File: config.mk
export PLATFORM = sky130hd
export DESIGN_NAME = irq_entry_seq
export DESIGN_NICKNAME = d
export VERILOG_FILES = /design/src/rtl/irq_seq_pkg.sv /design/src/rtl/irq_prio_pick.sv /design/src/rtl/irq_vec_addr.sv /design/src/rtl/irq_entry_seq.sv
export SDC_FILE = /design/constraint.sdc
export NUM_CORES = 1
export LEC_CHECK = 0
export BUFFER_PORTS_ARGS = -buffer_cell sky130_fd_sc_hd__buf_2
export CORE_ASPECT_RATIO = 1.1
export CORE_MARGIN = 4
export CORE_UTILIZATION = 50
export DETAILED_ROUTE_END_ITERATION = 8
export PLACE_DENSITY = 0.78
export SETUP_SLACK_MARGIN = 0.05
export SYNTH_ARGS = -nofsm -noshare
export SYNTH_HDL_FRONTEND = slang
export SYNTH_HIERARCHICAL = 1
export SYNTH_SLANG_ARGS = --single-unit
File: constraint.sdc
create_clock -name clk -period 5.03 [get_ports clk]
set_input_delay 1.006 -clock clk [delete_from_list [all_inputs] [get_ports clk]]
set_output_delay 1.006 -clock clk [all_outputs]
set_load 0.005 [all_outputs]
File: src/rtl/irq_seq_pkg.sv
package irq_seq_pkg;
  typedef enum logic [2:0] {
    ST_IDLE  = 3'd0,
    ST_PUSH  = 3'd1,
    ST_HREQ  = 3'd2,
    ST_HWAIT = 3'd3,
    ST_LREQ  = 3'd4,
    ST_LWAIT = 3'd5
  } seq_state_t;

  localparam int unsigned PUSH_BYTES = 5;
  localparam int unsigned MASK_BIT   = 3;
endpackage

File: src/rtl/irq_prio_pick.sv
module irq_prio_pick #(
  parameter int unsigned NSRC = 8,
  localparam int unsigned IDXW = (NSRC > 1) ? $clog2(NSRC) : 1
) (
  input  logic [NSRC-1:0] req,
  output logic            any,
  output logic [IDXW-1:0] idx
);
  logic [NSRC-1:0] grant;

  for (genvar i = 0; i < NSRC; i++) begin : g_grant
    if (i == 0) begin : g_top
      assign grant[i] = req[i];
    end else begin : g_rest
      assign grant[i] = req[i] & ~(|req[i-1:0]);
    end
  end

  always_comb begin
    idx = '0;
    for (int k = 0; k < NSRC; k++) begin
      if (grant[k]) idx = idx | IDXW'(k);
    end
  end

  assign any = |req;

  always_comb begin
    a_onehot_r5: assert ($onehot0(grant));
  end
endmodule

File: src/rtl/irq_vec_addr.sv
module irq_vec_addr #(
  parameter int unsigned NSRC = 8,
  parameter int unsigned AW = 16,
  parameter logic [AW-1:0] VEC_BASE = 16'hFFFE,
  localparam int unsigned IDXW = (NSRC > 1) ? $clog2(NSRC) : 1
) (
  input  logic [IDXW-1:0] idx,
  output logic [AW-1:0]   hi_addr,
  output logic [AW-1:0]   lo_addr
);
  assign hi_addr = VEC_BASE - AW'({idx, 1'b0});
  assign lo_addr = hi_addr + AW'(1);
endmodule

File: src/rtl/irq_entry_seq.sv
module irq_entry_seq
  import irq_seq_pkg::*;
#(
  parameter int unsigned NSRC = 8,
  parameter int unsigned AW = 16,
  parameter logic [AW-1:0] VEC_BASE = 16'hFFFE,
  localparam int unsigned IDXW = (NSRC > 1) ? $clog2(NSRC) : 1
) (
  input  logic            clk,
  input  logic            rst_n,
  input  logic [NSRC-1:0] irq_flag,
  input  logic [NSRC-1:0] irq_en,
  input  logic            insn_end,
  input  logic [7:0]      ccr_in,
  input  logic [AW-1:0]   pc_in,
  input  logic [7:0]      x_in,
  input  logic [7:0]      a_in,
  input  logic [AW-1:0]   sp_in,
  output logic            mem_wr_valid,
  input  logic            mem_wr_ready,
  output logic [AW-1:0]   mem_wr_addr,
  output logic [7:0]      mem_wr_data,
  output logic            mem_rd_valid,
  input  logic            mem_rd_ready,
  output logic [AW-1:0]   mem_rd_addr,
  input  logic            mem_rd_rvalid,
  input  logic [7:0]      mem_rd_rdata,
  output logic            busy,
  output logic            done,
  output logic [IDXW-1:0] src_sel,
  output logic [AW-1:0]   new_pc,
  output logic [AW-1:0]   new_sp,
  output logic [7:0]      new_ccr
);
  seq_state_t      state;
  logic [2:0]      push_cnt;
  logic [AW-1:0]   pc_q, sp_q;
  logic [7:0]      x_q, a_q, ccr_q, vhi_q;
  logic [NSRC-1:0] eligible;
  logic            any_req, start, wr_fire, rd_fire;
  logic [IDXW-1:0] win_idx;
  logic [AW-1:0]   vhi_addr, vlo_addr;

  assign eligible = irq_flag & irq_en;

  irq_prio_pick #(.NSRC(NSRC)) u_pick (
    .req(eligible), .any(any_req), .idx(win_idx)
  );

  irq_vec_addr #(.NSRC(NSRC), .AW(AW), .VEC_BASE(VEC_BASE)) u_vec (
    .idx(src_sel), .hi_addr(vhi_addr), .lo_addr(vlo_addr)
  );

  assign start   = (state == ST_IDLE) && insn_end && any_req && !ccr_in[MASK_BIT];
  assign wr_fire = mem_wr_valid && mem_wr_ready;
  assign rd_fire = mem_rd_valid && mem_rd_ready;

  assign busy         = (state != ST_IDLE);
  assign mem_wr_valid = (state == ST_PUSH);
  assign mem_wr_addr  = sp_q - AW'(push_cnt);
  assign mem_rd_valid = (state == ST_HREQ) || (state == ST_LREQ);
  assign mem_rd_addr  = (state == ST_LREQ) ? vlo_addr : vhi_addr;

  always_comb begin
    case (push_cnt)
      3'd0:    mem_wr_data = pc_q[7:0];
      3'd1:    mem_wr_data = pc_q[15:8];
      3'd2:    mem_wr_data = x_q;
      3'd3:    mem_wr_data = a_q;
      default: mem_wr_data = ccr_q;
    endcase
  end

  always_ff @(posedge clk or negedge rst_n) begin
    if (!rst_n) begin
      state    <= ST_IDLE;
      push_cnt <= '0;
      pc_q     <= '0;
      sp_q     <= '0;
      x_q      <= '0;
      a_q      <= '0;
      ccr_q    <= '0;
      vhi_q    <= '0;
      src_sel  <= '0;
      done     <= 1'b0;
      new_pc   <= '0;
      new_sp   <= '0;
      new_ccr  <= '0;
    end else begin
      done <= 1'b0;
      case (state)
        ST_IDLE: if (start) begin
          state    <= ST_PUSH;
          push_cnt <= '0;
          pc_q     <= pc_in;
          sp_q     <= sp_in;
          x_q      <= x_in;
          a_q      <= a_in;
          ccr_q    <= ccr_in;
          src_sel  <= win_idx;
        end
        ST_PUSH: if (wr_fire) begin
          if (push_cnt == 3'(PUSH_BYTES - 1)) state <= ST_HREQ;
          else push_cnt <= push_cnt + 3'd1;
        end
        ST_HREQ:  if (rd_fire) state <= ST_HWAIT;
        ST_HWAIT: if (mem_rd_rvalid) begin
          vhi_q <= mem_rd_rdata;
          state <= ST_LREQ;
        end
        ST_LREQ:  if (rd_fire) state <= ST_LWAIT;
        ST_LWAIT: if (mem_rd_rvalid) begin
          state   <= ST_IDLE;
          done    <= 1'b1;
          new_pc  <= {vhi_q, mem_rd_rdata};
          new_sp  <= sp_q - AW'(PUSH_BYTES);
          new_ccr <= ccr_q | (8'd1 << MASK_BIT);
        end
        default: state <= ST_IDLE;
      endcase
    end
  end

  p_start_gated_r1: assert property (@(posedge clk) disable iff (!rst_n)
    $rose(busy) |-> $past(insn_end && (|(irq_flag & irq_en)) && !ccr_in[MASK_BIT]));
  p_masked_idle_r2: assert property (@(posedge clk) disable iff (!rst_n)
    (!busy && ccr_in[MASK_BIT]) |=> !busy);
  p_mask_out_r4: assert property (@(posedge clk) disable iff (!rst_n)
    done |-> new_ccr[MASK_BIT]);
  p_win_hold_r6: assert property (@(posedge clk) disable iff (!rst_n)
    (busy && $past(busy)) |-> $stable(src_sel));
  p_wr_hold_r8: assert property (@(posedge clk) disable iff (!rst_n)
    (mem_wr_valid && !mem_wr_ready) |=> (mem_wr_valid && $stable(mem_wr_addr) && $stable(mem_wr_data)));
  p_rd_hold_r8: assert property (@(posedge clk) disable iff (!rst_n)
    (mem_rd_valid && !mem_rd_ready) |=> (mem_rd_valid && $stable(mem_rd_addr)));
  p_port_excl_r8: assert property (@(posedge clk) disable iff (!rst_n)
    !(mem_wr_valid && mem_rd_valid));
  p_done_end_r9: assert property (@(posedge clk) disable iff (!rst_n)
    done |-> (!busy && $past(busy)));
  p_done_pulse_r9: assert property (@(posedge clk) disable iff (!rst_n)
    done |=> !done);
endmodule

=== After elaboration in Yosys (flattened, before gate mapping) ===
Cells that the tools add are included.

* Bits in registers: 114
* Input port bits: 86

* Add/sub/neg operators: 5
* Equal/unequal tests: 17
* Mux-type cells: 23
* Bitwise gates (word level): 15
* Reductions and logical operators: 23

{| class="wikitable"
|+ Operators with widths
! cell !! number
|-
| $mux 3 || 14
|-
| $pmux 8 s4 || 1
|-
| $pmux 3 s6 || 1
|-
| $add 16x1->16 const B || 1
|-
| $mux 16 || 1
|-
| $sub 16x3->16 || 1
|-
| $sub 16x3->16 const B || 1
|-
| $eq 3x2->1 const B || 4
|-
| $ne 2x2->1 const B || 6
|-
| $eq 3x3->1 const B || 3
|-
| $and 8x8->8 || 1
|-
| $reduce_or 8->1 || 1
|-
| $and 1x1->1 || 7
|-
| $not 1->1 || 7
|-
| $reduce_and 7->1 || 1
|-
| $reduce_or 7->1 || 1
|-
| $eq 3x1->1 const B || 2
|-
| $logic_not 3->1 || 2
|-
| $pmux 3 s2 || 1
|-
| $reduce_and 2->1 || 3
|-
| $reduce_or 6->1 || 1
|-
| $sub 2x5->6 const A || 1
|-
| $logic_and 1x1->1 || 5
|-
| $reduce_or 5->1 || 1
|-
| 12 further kinds || 16
|}

=== Logic depth before layout (Yosys ltp) ===
Gate-level depths: netlist of the first run.

* Depth after elaboration: 10
* Depth in mapped cells: 8
* Gate-level depth less buffers: 7

=== Modules after synthesis ===
The synthesis of the first run kept the hierarchy.

{| class="wikitable"
|+ Modules (own cells, without submodules)
! module !! times used !! cells each !! area each (sq um) !! seq. area each (sq um)
|-
| irq_entry_seq || 1 || 502 || 5480.3 || 2852.7
|-
| irq_vec_addr || 1 || 34 || 236.5 || 0.0
|-
| irq_prio_pick || 1 || 14 || 81.3 || 0.0
|}

=== Worst setup path after synthesis of the first run ===
OpenSTA, ideal clock, no wires.

* Path kind: register to output
* From: register push_cnt[2]
* To: output mem_wr_addr[12]
* Arrival time: 1968 ps
* Required time: 4024 ps
* Path slack: 2056 ps
* Stages on the path, launching flop included: 8
* Buffers on the path: 1
* Cells stage by stage: dfrtp_1 -> clkbuf_1 -> inv_1 -> ha_1 -> nor2b_1 -> nor3b_1 -> nand3_1 -> xnor2_1

* Longest elaborated chain between the ends: 1

{| class="wikitable"
|+ Ends and longest elaborated chain
! element !! line !! text
|-
| start, declared || irq_entry_seq.sv:36 || <nowiki>logic [2:0] push_cnt;</nowiki>
|-
| start signal, assigned || irq_entry_seq.sv:104 || <nowiki>else push_cnt <= push_cnt + 3'd1;</nowiki>
|-
| $sub 16x3->16 || irq_entry_seq.sv:60 || <nowiki>assign mem_wr_addr = sp_q - AW'(push_cnt);</nowiki>
|-
| end, declared || irq_entry_seq.sv:21 || <nowiki>output logic [AW-1:0] mem_wr_addr,</nowiki>
|}

No other way between the ends.

=== Worst setup path in the final report of the first run ===
* From: register push_cnt[2]
* To: output mem_wr_addr[13]

Same word-level chain as after synthesis.

==> results of run 1 <==
==> logic make-up (layout without fill, tap and decap cells) <==
| group | after synthesis | count (layout) | synth area share (%) |
|---|---|---|---|
| and+or+nand+nor | 188 | 188 | 15.3 |
| adders and majority gates | 10 | 10 | 2.29 |
| AOI/OAI and AO/OA | 59 | 59 | 6.32 |
| DFF | 114 | 114 | 49.2 |
| xor gates and xnor gates | 24 | 24 | 3.63 |
| muxes | 81 | 81 | 15.7 |
| buffers and inverters | 72 | 209 | 7.40 |
| other | 2 | 26 | 0.130 |
==> power breakdown <==
group,internal [mW],leakage (nW),switching [mW]
Combinational,0.887,1.83,0.867
Clock,0.836,0.297,0.401
Sequential,1.34,1.42,0.365
Total,3.06,3.55,1.63
==> final cells by class <==
cell class,instances,area share (%)
clock buffer,21,6.30
clock inverter,11,2.24
inverter,14,0.736
multi-input combinational,388,36.5
sequential,114,39.9
tap,147,2.57
timing repair buffer,163,11.7
==> sequential cells by signal, summed over array words and instances (netlist names), 8 cells and up <==
register,count
sp_q,16
pc_q,16
new_sp,16
x_q,8
ccr_q,8
a_q,8
vhi_q,8
new_ccr,8
new_pc,16
==> per-layer routing <==
layer  global-route usage, %  wire length (um)  vias up
li1                        -                 -     2115
met1                    24.6              5560     2131
met2                    35.5              6890      141
met5                       0                 0        -
met3                    5.39               750       21
met4                    7.93               237        0
==> worst reg2reg max path, stage by stage, from the launching register on <==
cell,delay (ps)
dfrtp_1,470
or3_1,470
nor2_4,780
buf_12,300
mux2_2,370
==> cells in the final DEF (no fill, tap or decap), drive strengths merged, types with 9 or more instances in the layout <==
cell,netlist,layout
buf,43,163
dfrtp,114,114
nand2,100,100
mux2,81,81
nor2,33,33
conb,2,26
a21oi,21,21
clkbuf,15,21
o21ai,19,19
xor2,15,15
inv,13,13
and2,9,9
nand3,9,9
xnor2,9,9
ha,9,9
==> final timing paths <==
check | from | to | slack [ps]
worst max-delay path | push_cnt[2]$_DFFE_PN0P_ | mem_wr_addr[13] | 1270
worst min-delay path | vhi_q[4]$_DFFE_PN0P_ | new_pc[12]$_DFFE_PN0P_ | 460
max in group asynchronous | rst_n | sp_q[15]$_DFFE_PN0P_ | 3220
min in group asynchronous | rst_n | pc_q[6]$_DFFE_PN0P_ | 690
worst max register to register | state[0]$_DFFE_PN0P_ | pc_q[12]$_DFFE_PN0P_ | 2520
worst min register to register | vhi_q[4]$_DFFE_PN0P_ | new_pc[12]$_DFFE_PN0P_ | 460
==> metrics by stage <==
step | utilization, % | cells | hold WS, ps | area [um2] | worst slack (ps)
5_1_grt | 64.3 | 858 | 484 | 7140 | 1090
2_1_floorplan | - | 574 | 433 | 5890 | 2060
4_1_cts | 64.3 | 858 | 468 | 7140 | 1290
6_report | 64.3 | 858 | 461 | 7140 | 1270
3_3_place_gp | 58.8 | 826 | 440 | 6530 | 1790
3_5_place_dp | 58.8 | 826 | 456 | 6530 | 1740
==> flow_summary.ini, run 1 <==
[placement]
io_buffer_count = 160
hpwl_um = 9910
gp_congestion = 0.872

[clock_tree]
cts_buffer_depth = 2
clock_sinks = 114
cts_tree = built
clock-root-buffer = clkbuf_16
cts.clk_slew.worst_paths_ps = 50
cts-hold-fix-buffers = 0
cts.htree.levels = 4
cts_resized = 0
cts_buffers = 17
clk_latency_ps = 410
postCtsSetupRepairBufs = 0

[logic_synthesis]
synth-edff-count = 0
yosys_warnings = 6
avgSynthCellArea_um2 = 10.5
yosys.area.top_type = dfrtp_1
yosysMostFrequentCell = dfrtp_1
syn-cell-area_um2 = 5800
synth_top_cell_area_share_pct = 49.2
ys_seq_area_share_pct = 49.2
synth_area_leaders = dfrtp_1, mux2_2, nand2_1, buf_4, xor2_1
synthCells = 550
ys_ff_latch = 114
async_reset_ff_share_pct = 100
ys_top_cells_by_count = dfrtp_1, nand2_1, mux2_2
synthFlopType = dfrtp_1
yosys.cell_types.count = 51

[worst_setup_path]
cp.arrival_ps = 2750
crit_slowest_cell = dfrtp_1
critical-path-max-stage-delay_ps = 580
worstSetupEndpointType = output port
cp_max_fo = 13
r2r_cells = 4
path_cells = inv_1, ha_1, a21oi_1, nand3_1, nor4_1, xor2_1, buf_2
path_depth = 7
required_ps = 4020
path_delay_family = simple AND/OR/NAND/NOR gates
cp_num_buf_inv = 2
cp-start-kind = register
crit_type = register to output port

[pwr]
power.leakage_nw = 3.55
finalPower_mw = 4.69
power.density_nw_per_um2 = 657
peakVddDrop_mv = 0.344

[layout]
final.fill_count = 869
syn2layout_area_growth_pct = 23.2
regArea_um2 = 2850
multiInputGateArea_um2 = 2610
antenna_cells = 0
nNetsFinal = 794
drive_gt1_share_pct = 38.8

[global_routing]
grt_max_degree = 71
grt_pass1_wl_um = 22200
grt_pass1_vias = 4519
grt_overflow = 0
grtUsageTotal_pct = 20.5
antenna_found_initial = 0

[die]
die_height_um = 121
start_util_pct = 52.2
die_area_um2 = 13400
rows = 40
core-area_um2 = 11100
die_w_um = 111
ios = 173

[route]
drc = 0
wl_um = 13400
wl_per_cell_um = 15.7
drtIter0Drc = 240
vias_per_cell = 5.14
vias = 4408
ant_nets = 0
first_pass_iters = 4

[sta]
setup_tns_ps = 0
rsz0062_at_grt = false
period_share_pct = 74.8
layout_min_cycle_time_ps = 3760
max_clock_freq_mhz = 266
worstMarginPinSlew_ps = 1190
slew_viol_final = 0
setup-violations-final = 0
final-hold-violation-count = 0
finClkSkew_ps = 7.90
slew_headroom_pct = 20.2

[outcome]
status = completed

[min_path]
hold_depth = 2
hold_path_class = register to register

[job]
max_cap_viol_count = 0
Power figures use the tool's default switching activity.
==> inputs of run 2 (changes only) <==
- CORE_UTILIZATION: 50 -> 47
- PLACE_DENSITY: 0.78 -> 0.77
- clock period: 5.03 -> 3.4 ns (I/O delays scaled with it)
==> flow_summary.ini, run 2 (synthesized netlist as in run 1, its figures left out) <==
[clock_tree]
cts_tree = built
cts.clk_slew.worst_paths_ps = 50
postCtsSetupRepairBufs = 0
cts_buffers = 17
clk_latency_ps = 400
cts_buffer_depth = 2
clock-root-buffer = clkbuf_16
cts.htree.levels = 4
clock_sinks = 114

[global_routing]
grt_pass1_vias = 4680
grt_overflow = 0
antenna_found_initial = 1
grtUsageTotal_pct = 20.4
grt_pass1_wl_um = 23100
grt_max_degree = 78

[outcome]
status = completed

[pwr]
clkPwrFrac_pct = 27.4
p_seq_share_pct = 35.3
p_int_mw = 4.67
peakVddDrop_mv = 0.494
combPwrFrac_pct = 37.3
p_sw_mw = 2.44
power.density_nw_per_um2 = 981
power.leakage_nw = 3.61
p_sw_share_pct = 34.3

[sta]
rsz0062_at_grt = false
slew_viol_final = 0
layout_min_cycle_time_ps = 3020
finClkSkew_ps = 11.8
final-hold-violation-count = 0
setup-violations-final = 0
slew_headroom_pct = 36.9
max_clock_freq_mhz = 331
period_share_pct = 88.9
setup_ws_ps = 379
worstMarginPinSlew_ps = 946
setup_tns_ps = 0

[layout]
final_util_pct = 60.2
nNetsFinal = 802
drive_gt1_share_pct = 39.8
syn2layout_area_growth_pct = 25.0
final.fill_count = 998
layout_commonest_cell = buf_2
mostFrequentLayoutCells = buf_2, dfrtp_1, nand2_1, mux2_2, nor2_1

[die]
rows = 42
die_height_um = 124
core-area_um2 = 12000
die_w_um = 114
start_util_pct = 48.2
die_area_um2 = 14200
ios = 173

[worst_setup_path]
crit_type = register to output port
cp_max_fo = 5
path_cells = inv_1, ha_1, a21oi_1, nand3_1, nor4_1, xor2_1, buf_2
crit_slowest_cell = dfrtp_1
worstSetupEndpointType = output port
cp.arrival_ps = 2340
cp_num_buf_inv = 2
path_delay_family = simple AND/OR/NAND/NOR gates
cp-start-kind = register
required_ps = 2720
critical-path-max-stage-delay_ps = 440

[route]
drc = 0
vias = 4443
wl_um = 13800
drtIter0Drc = 266
vias_per_cell = 5.09
first_pass_iters = 6
ant_nets = 0
wl_per_cell_um = 15.8

[job]
max_cap_viol_count = 0

[placement]
post-place-ws_ps = 747
gp_congestion = 0.840
io_buffer_count = 160
hpwl_um = 10100

[min_path]
hold_path_class = input pin to asynchronous set/reset pin
[run 2: repair_timing]
item / CTS / global route
hold buffers: 0 / 0
setup endpoints to repair: 0 / 1
gates resized for setup: 0 / 1
[run 2: worst register-to-register path, stage by stage (launching register included)]
cell and delay (ps):
dfrtp_1 440, inv_1 120, ha_1 360, nand2_1 160
nor3b_1 530, nor2_1 150, mux2_2 300
[run 2: per-layer routing]
metal | vias up | track usage, % | wire (um)
li1 | 2133 | - | -
met1 | 2154 | 25.4 | 5770
met2 | 136 | 33.5 | 7100
met3 | 20 | 5.25 | 699
met4 | 0 | 8.39 | 260
met5 | - | 0 | 0
[run 2: area by class of cell]
| cell class | count | area, um2 | share of cell area [%] |
|---|---|---|---|
| sequential | 114 | 2850 | 39.4 |
| clock buffer | 21 | 470 | 6.49 |
| clock inverter | 10 | 180 | 2.49 |
| multi-input combinational | 388 | 2610 | 36.0 |
| antenna | 1 | 2.50 | 0.0345 |
| timing repair buffer | 171 | 886 | 12.2 |
| tap | 154 | 193 | 2.66 |
| inverter | 14 | 52.6 | 0.725 |
[run 2: final timing paths]
kind	from	endpoint	slack, ps	depth (start not counted)
setup reg to reg	push_cnt[1]$_DFFE_PN0P_	push_cnt[0]$_DFFE_PN0P_	1230	6
hold / removal	rst_n	new_pc[3]$_DFFE_PN0P_	410	1
setup / recovery	push_cnt[1]$_DFFE_PN0P_	mem_wr_addr[13]	380	7
max in group asynchronous	rst_n	new_sp[0]$_DFFE_PN0P_	2120	2
hold reg to reg	new_ccr[3]$_DFFE_PN0P_	new_ccr[3]$_DFFE_PN0P_	460	1
min in group clk	new_ccr[3]$_DFFE_PN0P_	new_ccr[3]$_DFFE_PN0P_	460	1
[run 2: stage by stage]
step / cells / power (mW) / hold WS [ps] / instance area (um2)
detailed placement: 841 / 5.16 / 448 / 6590
floorplan: 574 / 4.15 / 384 / 5890
global placement: 841 / 5.05 / 443 / 6590
global route: 873 / 7.62 / 479 / 7250
CTS: 872 / 7.17 / 455 / 7240
finish: 873 / 7.11 / 407 / 7250
[run 2: power by group through the flow]
stage	Sequential [mW]	Clock, mW	Combinational, mW
6_report	2.51	1.94	2.65
3_3_place_gp	2.47	0	2.58
5_1_grt	2.59	2.05	2.97
2_1_floorplan	2.34	0	1.81
4_1_cts	2.51	1.98	2.67
3_5_place_dp	2.51	0	2.65
